**config.mk**
```make
export PLATFORM = sky130hd
export DESIGN_NAME = cmul3_pipe
export DESIGN_NICKNAME = d
export VERILOG_FILES = /design/src/rtl/cmul3_pkg.sv /design/src/rtl/cmul3_preadd.sv /design/src/rtl/cmul3_prod.sv /design/src/rtl/cmul3_post.sv /design/src/rtl/cmul3_pipe.sv
export SDC_FILE = /design/constraint.sdc
export NUM_CORES = 1
export LEC_CHECK = 0
export ABC_AREA = 1
export CAP_MARGIN = 25
export CORE_ASPECT_RATIO = 1.5
export CORE_UTILIZATION = 50
export CTS_CLUSTER_SIZE = 28
export DETAILED_ROUTE_END_ITERATION = 10
export PLACE_DENSITY = 0.68
export SLEW_MARGIN = 0
export SYNTH_ARGS = -nofsm -noshare
export SYNTH_HDL_FRONTEND = slang
export SYNTH_SLANG_ARGS = --single-unit
export TNS_END_PERCENT = 5
```
**constraint.sdc**
```tcl
create_clock -name clk -period 13.83 [get_ports clk]
set_input_delay 1.383 -clock clk [delete_from_list [all_inputs] [get_ports clk]]
set_output_delay 1.383 -clock clk [all_outputs]
set_load 0.005 [all_outputs]
```
**src/rtl/cmul3_pkg.sv**
```systemverilog
package cmul3_pkg;
  // Number of register stages between operand capture and result.
  localparam int unsigned PIPE_STAGES = 3;
  // Number of real products formed per complex multiply.
  localparam int unsigned NUM_PROD    = 3;
  // Product lane assignment (the post stage decodes these lanes).
  localparam int unsigned P_SUM = 0;  // (a_re+a_im)*(b_re+b_im)
  localparam int unsigned P_AC  = 1;  // a_re*b_re
  localparam int unsigned P_BD  = 2;  // a_im*b_im
endpackage

```
**src/rtl/cmul3_preadd.sv**
```systemverilog
module cmul3_preadd
  import cmul3_pkg::*;
#(
  parameter  int unsigned IN_W  = 8,
  localparam int unsigned SUM_W = IN_W + 1
) (
  input  logic                             clk,
  input  logic                             rst_n,
  input  logic                             in_valid,
  input  logic [IN_W-1:0]                  a_re,
  input  logic [IN_W-1:0]                  a_im,
  input  logic [IN_W-1:0]                  b_re,
  input  logic [IN_W-1:0]                  b_im,
  output logic                             vld_o,
  output logic [NUM_PROD-1:0][SUM_W-1:0]   x_o,
  output logic [NUM_PROD-1:0][SUM_W-1:0]   y_o
);

  logic [NUM_PROD-1:0][SUM_W-1:0] x_d;
  logic [NUM_PROD-1:0][SUM_W-1:0] y_d;
  logic                           vld_d;

  // Next state: sign-extend each part and form the two operand sums.
  always_comb begin
    x_d[P_SUM] = SUM_W'($signed(a_re)) + SUM_W'($signed(a_im));
    y_d[P_SUM] = SUM_W'($signed(b_re)) + SUM_W'($signed(b_im));
    x_d[P_AC]  = SUM_W'($signed(a_re));
    y_d[P_AC]  = SUM_W'($signed(b_re));
    x_d[P_BD]  = SUM_W'($signed(a_im));
    y_d[P_BD]  = SUM_W'($signed(b_im));
    vld_d      = in_valid;
  end

  always_ff @(posedge clk or negedge rst_n) begin
    if (!rst_n) begin
      vld_o <= 1'b0;
    end else begin
      vld_o <= vld_d;
    end
  end

  // Data registers: no reset, loaded only on an accepted operand.
  always_ff @(posedge clk) begin
    if (in_valid) begin
      x_o <= x_d;
      y_o <= y_d;
    end
  end

endmodule

```
**src/rtl/cmul3_prod.sv**
```systemverilog
module cmul3_prod
  import cmul3_pkg::*;
#(
  parameter  int unsigned IN_W   = 8,
  localparam int unsigned SUM_W  = IN_W + 1,
  localparam int unsigned PROD_W = 2 * SUM_W
) (
  input  logic                             clk,
  input  logic                             rst_n,
  input  logic                             vld_i,
  input  logic [NUM_PROD-1:0][SUM_W-1:0]   x_i,
  input  logic [NUM_PROD-1:0][SUM_W-1:0]   y_i,
  output logic                             vld_o,
  output logic [NUM_PROD-1:0][PROD_W-1:0]  p_o
);

  // One signed multiplier lane per product.
  for (genvar g = 0; g < NUM_PROD; g++) begin : g_lane
    logic signed [PROD_W-1:0] p_d;
    logic        [PROD_W-1:0] p_q;

    always_comb begin
      p_d = $signed(x_i[g]) * $signed(y_i[g]);
    end

    always_ff @(posedge clk) begin
      if (vld_i) begin
        p_q <= p_d;
      end
    end

    assign p_o[g] = p_q;
  end

  always_ff @(posedge clk or negedge rst_n) begin
    if (!rst_n) begin
      vld_o <= 1'b0;
    end else begin
      vld_o <= vld_i;
    end
  end

endmodule

```
**src/rtl/cmul3_post.sv**
```systemverilog
module cmul3_post
  import cmul3_pkg::*;
#(
  parameter  int unsigned IN_W   = 8,
  parameter  int unsigned OUT_W  = 2 * IN_W + 1,
  localparam int unsigned PROD_W = 2 * (IN_W + 1),
  localparam int unsigned FULL_W = 2 * IN_W + 1,
  localparam int unsigned DROP   = FULL_W - OUT_W
) (
  input  logic                             clk,
  input  logic                             rst_n,
  input  logic                             vld_i,
  input  logic [NUM_PROD-1:0][PROD_W-1:0]  p_i,
  output logic                             vld_o,
  output logic [OUT_W-1:0]                 re_o,
  output logic [OUT_W-1:0]                 im_o
);

  logic [PROD_W-1:0] diff_re;
  logic [PROD_W-1:0] diff_im;
  logic [FULL_W-1:0] re_full;
  logic [FULL_W-1:0] im_full;
  logic [OUT_W-1:0]  re_d;
  logic [OUT_W-1:0]  im_d;

  // Subtract network: exact results fit FULL_W bits, top bit is redundant.
  always_comb begin
    diff_re = p_i[P_AC] - p_i[P_BD];
    diff_im = p_i[P_SUM] - p_i[P_AC] - p_i[P_BD];
    re_full = diff_re[FULL_W-1:0];
    im_full = diff_im[FULL_W-1:0];
  end

  logic unused_msb;
  assign unused_msb = diff_re[PROD_W-1] ^ diff_im[PROD_W-1];

  // Precision variant: full width passes through, otherwise keep upper bits.
  if (DROP == 0) begin : g_full
    assign re_d = re_full;
    assign im_d = im_full;
  end else begin : g_trunc
    logic unused_low;
    assign unused_low = ^{re_full[DROP-1:0], im_full[DROP-1:0]};
    assign re_d = re_full[FULL_W-1 -: OUT_W];
    assign im_d = im_full[FULL_W-1 -: OUT_W];
  end

  always_ff @(posedge clk or negedge rst_n) begin
    if (!rst_n) begin
      vld_o <= 1'b0;
    end else begin
      vld_o <= vld_i;
    end
  end

  always_ff @(posedge clk) begin
    if (vld_i) begin
      re_o <= re_d;
      im_o <= im_d;
    end
  end

endmodule

```
**src/rtl/cmul3_pipe.sv**
```systemverilog
module cmul3_pipe
  import cmul3_pkg::*;
#(
  parameter  int unsigned IN_W   = 8,
  parameter  int unsigned OUT_W  = 2 * IN_W + 1,
  localparam int unsigned SUM_W  = IN_W + 1,
  localparam int unsigned PROD_W = 2 * SUM_W
) (
  input  logic              clk,
  input  logic              rst_n,
  input  logic              in_valid,
  input  logic [IN_W-1:0]   a_re,
  input  logic [IN_W-1:0]   a_im,
  input  logic [IN_W-1:0]   b_re,
  input  logic [IN_W-1:0]   b_im,
  output logic              out_valid,
  output logic [OUT_W-1:0]  out_re,
  output logic [OUT_W-1:0]  out_im
);

  logic                            s1_vld;
  logic [NUM_PROD-1:0][SUM_W-1:0]  s1_x;
  logic [NUM_PROD-1:0][SUM_W-1:0]  s1_y;
  logic                            s2_vld;
  logic [NUM_PROD-1:0][PROD_W-1:0] s2_p;

  cmul3_preadd #(.IN_W(IN_W)) u_preadd (
    .clk      (clk),
    .rst_n    (rst_n),
    .in_valid (in_valid),
    .a_re     (a_re),
    .a_im     (a_im),
    .b_re     (b_re),
    .b_im     (b_im),
    .vld_o    (s1_vld),
    .x_o      (s1_x),
    .y_o      (s1_y)
  );

  cmul3_prod #(.IN_W(IN_W)) u_prod (
    .clk   (clk),
    .rst_n (rst_n),
    .vld_i (s1_vld),
    .x_i   (s1_x),
    .y_i   (s1_y),
    .vld_o (s2_vld),
    .p_o   (s2_p)
  );

  cmul3_post #(.IN_W(IN_W), .OUT_W(OUT_W)) u_post (
    .clk   (clk),
    .rst_n (rst_n),
    .vld_i (s2_vld),
    .p_i   (s2_p),
    .vld_o (out_valid),
    .re_o  (out_re),
    .im_o  (out_im)
  );

endmodule

```
Word level (Yosys, flattened, before mapping)
Index checks and enable logic that the tools add are counted.
{"block": "totals", "word_cells": 22, "in_bits": 35, "regBits": 136, "out_inout_bits": 35}
{"block": "op_classes", "mul": 3, "add_sub_neg": 5}
{"op": "$sub A17 B17 Y17", "count": 2}
{"op": "$mul A8 B8 Y16", "count": 2}
{"op": "$add A8 B8 Y9", "count": 2}
{"op": "$mul A9 B9 Y17", "count": 1}
{"op": "$sub A16 B16 Y17", "count": 1}

Longest topological paths before layout
{"block": "logic_depth", "word_depth": 2, "ltp_mapped": 22, "ltp_nobuf": 21}

Hierarchy
From an unflattened synthesis, not the netlist that was laid out.
{"block": "hier_totals", "hier_cells": 2022, "hier_area_um2": 17201.5}
{"module": "cmul3_prod", "seq_area_each_um2": 1646.6, "area_each_um2": 11224.5, "n_inst": 1, "cells_each": 1340}
{"module": "cmul3_post", "seq_area_each_um2": 1046.0, "area_each_um2": 3654.8, "n_inst": 1, "cells_each": 489}
{"module": "cmul3_preadd", "seq_area_each_um2": 1526.5, "area_each_um2": 2322.2, "n_inst": 1, "cells_each": 193}

Worst setup path before layout
Ideal clock, no wire load.
{"block": "synth_timing", "path_kind": "reg-to-reg", "start": "reg u_preadd.y_o[0] (netlist name)", "end": "reg u_prod.g_lane[0].p_q[16] (data pin)", "path_buffers": 1, "setup_time_ns": 0.252, "path_slack_ns": 9.385, "t_arrival_ns": 4.193, "t_required_ns": 13.578, "stages_incl_launch_ff": 19, "synth_period_minus_slack_ns": 4.445, "cell_sequence": "edfxtp_1 > clkbuf_1 > nand2_1 > fa_1 > inv_1 > fa_1 > fa_1 > inv_1 > fa_1 > inv_1 > ha_1 > ha_1 > inv_1 > o21ai_0 > a21oi_1 > nand2_1 > nor2_1 > nand3_1 > nand2_1"}
{"block": "synth_via", "elab_chain_len": 1}
{"element": "from (decl)", "line_no": "cmul3_preadd.sv:16", "rtl": "output logic [NUM_PROD-1:0][SUM_W-1:0] y_o"}
{"element": "from (signal assigned)", "line_no": "cmul3_preadd.sv:46", "rtl": "y_o <= y_d;"}
{"element": "$mul A9 B9 Y17", "line_no": "cmul3_prod.sv:23", "rtl": "p_d = $signed(x_i[g]) * $signed(y_i[g]);"}
{"element": "net u_prod.g_lane[0].p_d[16]", "line_no": "cmul3_prod.sv:19", "rtl": "logic signed [PROD_W-1:0] p_d;"}
{"element": "to (signal assigned)", "line_no": "cmul3_prod.sv:28", "rtl": "p_q <= p_d;"}
{"element": "to (decl)", "line_no": "cmul3_prod.sv:20", "rtl": "logic [PROD_W-1:0] p_q;"}
The timed path passes the listed nets, and every way through them passes these cells.
A chain may end at the register's enable or synchronous reset.

Final worst setup path
{"block": "layout_timing", "start": "reg u_preadd.x_o[8] (netlist name)", "end": "reg u_prod.g_lane[0].p_q[16] (data pin)"}
{"block": "layout_via", "elab_chain_len": 1}
{"element": "from (decl)", "line_no": "cmul3_preadd.sv:15", "rtl": "output logic [NUM_PROD-1:0][SUM_W-1:0] x_o,"}
{"element": "from (signal assigned)", "line_no": "cmul3_preadd.sv:45", "rtl": "x_o <= x_d;"}
{"element": "$mul A9 B9 Y17", "line_no": "cmul3_prod.sv:23"}
{"element": "net u_prod.g_lane[0].p_d[16]", "line_no": "cmul3_prod.sv:19"}
The timed path passes the listed nets, and every way through them passes these cells.

==> flow_summary.json <==
{
  "drv_slew": 0,
  "ys_seq_elements": 136,
  "dieHeight_um": 217.2,
  "skew_ns": 0.01203,
  "post-cts-setup-buffer-count": 0,
  "layout.cells.non_filler": 2216,
  "layout-drive-gt1-share_pct": 2.974,
  "cap_viol_max_count": 0,
  "cts_tree": "yes",
  "wl_per_cell_um": 15.38,
  "final-setup-viol-count": 0,
  "nFillCells": 2693,
  "syn_area_per_cell_sq_um": 8.777,
  "syn_nets": 2148,
  "cp_max_fo": 9,
  "cts_hold_buf": 0,
  "syn_inst": 1759,
  "cts_inserted_buffers": 17,
  "fin_area_sq_um": 17050,
  "final_common_cell": "inv_1",
  "cpPeakStageDelay_ns": 0.72,
  "place_hpwl_um": 29130,
  "critPathCaptureType": "flip-flop",
  "grt_usage_pct": 23.75,
  "h-tree-depth": 4,
  "start_util_pct": 50.87,
  "die_x_um": 145.5,
  "worstPathCellList": "nand2_1 > fa_1 > inv_1 > fa_1 > fa_1 > inv_1 > fa_1 > inv_1 > ha_1 > ha_1 > inv_1 > o21ai_0 > a21oi_1 > nand2_1 > nor2_1 > nand3_1 > nand2_1",
  "multi_input_area_sq_um": 9407,
  "hold_slack_ns": 0.5595,
  "crit_slowest_cell": "fa_1",
  "synth_warnings": 0,
  "via_per_inst": 5.014,
  "dr.pass1.iters": 5,
  "clock-sinks": 136,
  "synth_seq_area_share_pct": 26.36,
  "ant_nets": 0,
  "insertion_delay_ns": 0.45,
  "drc": 0,
  "final_nets": 2192,
  "cts_max_path_buffers": 2,
  "area_growth_pct": 10.44,
  "relSlewSlack_pct": 65.96,
  "start_kind": "flip-flop",
  "rows": 78,
  "clockRootBuffer": "clkbuf_16",
  "grt_pass1_vias": 11950,
  "grt_pass1_wl_um": 57390,
  "drt_wl_total_um": 34080,
  "period_minus_slack_ns": 4.743,
  "setup_tns_ns": 0,
  "worst_pin_slew_ns": 0.5053,
  "busiest_layer": "met2",
  "dpl.cell_count": 2184,
  "status": "finished clean",
  "rsz0062_at_grt": "no",
  "final_cell_mix": "inv_1, nand2_1, fa_1, ha_1, edfxtp_1",
  "fmax_ghz": 0.2108,
  "cts_resized": 0,
  "antenna_cells": 0,
  "fp.dieArea_sq_um": 31600,
  "ioPinCount": 70,
  "cp_num_buf_inv": 4,
  "path_clk_slew_ns": 0.06,
  "gp_congestion": 0.9115,
  "place_area_sq_um": 16470,
  "vias": 11110,
  "hp-class": "reg -> reg",
  "critical_path_class": "reg -> reg",
  "cp_top_family": "adder cells",
  "antenna_found_initial": 0,
  "grt_use_met2_pct": 47.88,
  "core_sq_um": 30350,
  "syn-cell-area_sq_um": 15440,
  "arrival_ns": 4.95,
  "crit_required_ns": 14.04,
  "grt_use_met3_pct": 2.767,
  "grtUsageMet1_pct": 22.97,
  "grt_max_degree": 44,
  "overflow": 0,
  "synth.distinct_cells": 32,
  "finalHoldViolations": 0,
  "final.period_utilization_pct": 34.29,
  "regArea_sq_um": 4070,
  "io_buffers": 69,
  "first_iter_violations": 471
}
worst paths after layout:
kind	startpoint	end	slack [ns]	cells past startpoint
max in group asynchronous	rst_n	u_preadd.vld_o$_DFF_PN0_	12.41	1
min reg2reg	u_preadd.vld_o$_DFF_PN0_	u_prod.vld_o$_DFF_PN0_	0.56	0
min	u_preadd.vld_o$_DFF_PN0_	u_prod.vld_o$_DFF_PN0_	0.56	0
min in group asynchronous	rst_n	u_preadd.vld_o$_DFF_PN0_	1.18	1
max reg2reg	u_preadd.x_o[8]$_DFFE_PP_	u_prod.g_lane[0].p_q[16]$_DFFE_PP_	9.09	17
max	u_preadd.x_o[8]$_DFFE_PP_	u_prod.g_lane[0].p_q[16]$_DFFE_PP_	9.09	17
through the flow:
stage | util [%] | setup slack, ns
after floorplan | - | 9.385
after global placement | 54.15 | 9.171
after detailed placement | 54.28 | 9.105
after CTS | 56.18 | 9.071
after global routing | 56.18 | 8.757
final | 56.18 | 9.087
cells by family after synthesis:
family,synth area share (%)
AOI/OAI and AO/OA,4.174
xor gates and xnor gates,3.574
adders and majority gates,38.22
buffers and inverters,12.72
DFF,26.36
and+or+nand+nor,14.96
synthesized netlist by cell type:
cell type,count,area [sq um]
fa_1,196,3924
a21oi_1,63,315.3
a21boi_0,2,15.01
or2_1,1,6.260
nand3b_1,5,37.54
clkbuf_1,44,165.2
o21a_1,2,15.01
o21ai_1,2,10.01
xnor2_1,18,157.7
and2_1,1,6.260
o21bai_1,6,45.04
clkinv_1,2,7.510
ha_1,158,1977
o221ai_1,2,17.52
a31oi_1,3,18.77
nand2_1,415,1558
dfrtp_1,3,75.07
nand2_2,2,12.51
nand2_4,1,11.26
nand3_1,53,265.3
buf_6,3,33.78
nor2_1,66,247.7
o21ai_0,30,150.1
inv_1,468,1757
or2_2,10,62.56
o21ai_2,4,35.03
nand4_1,7,43.79
and3_1,3,18.77
nor3_1,8,40.04
a21o_1,3,22.52
xor2_1,45,394.1
edfxtp_1,133,3994
flip-flops by register name (all words and copies together) (netlist names):
register,cells
u_prod.vld_o,1
u_post.re_o,17
u_preadd.vld_o,1
u_post.vld_o,1
u_post.im_o,17
u_preadd.y_o,25
u_preadd.x_o,25
u_prod.g_lane.p_q,49
metal layers:
metal | wire length (um) | part of all wire, %
met5 | 0 | 0
met4 | 1778 | 5.2
met3 | 790 | 2.3
met2 | 19260 | 57
met1 | 12240 | 36
area by class of cell:
cell class,count,share of cell area [%]
Clock inverter,15,0.8806
Clock buffer,17,2.495
Tap cell,400,2.935
Sequential cell,136,23.87
Multi-Input combinational cell,1106,55.17
Inverter,470,10.35
Timing Repair Buffer,72,4.300
Power is left out: the tool's default activity adds up to more than one toggle a clock period on the data nets, which glitch-free logic cannot reach.
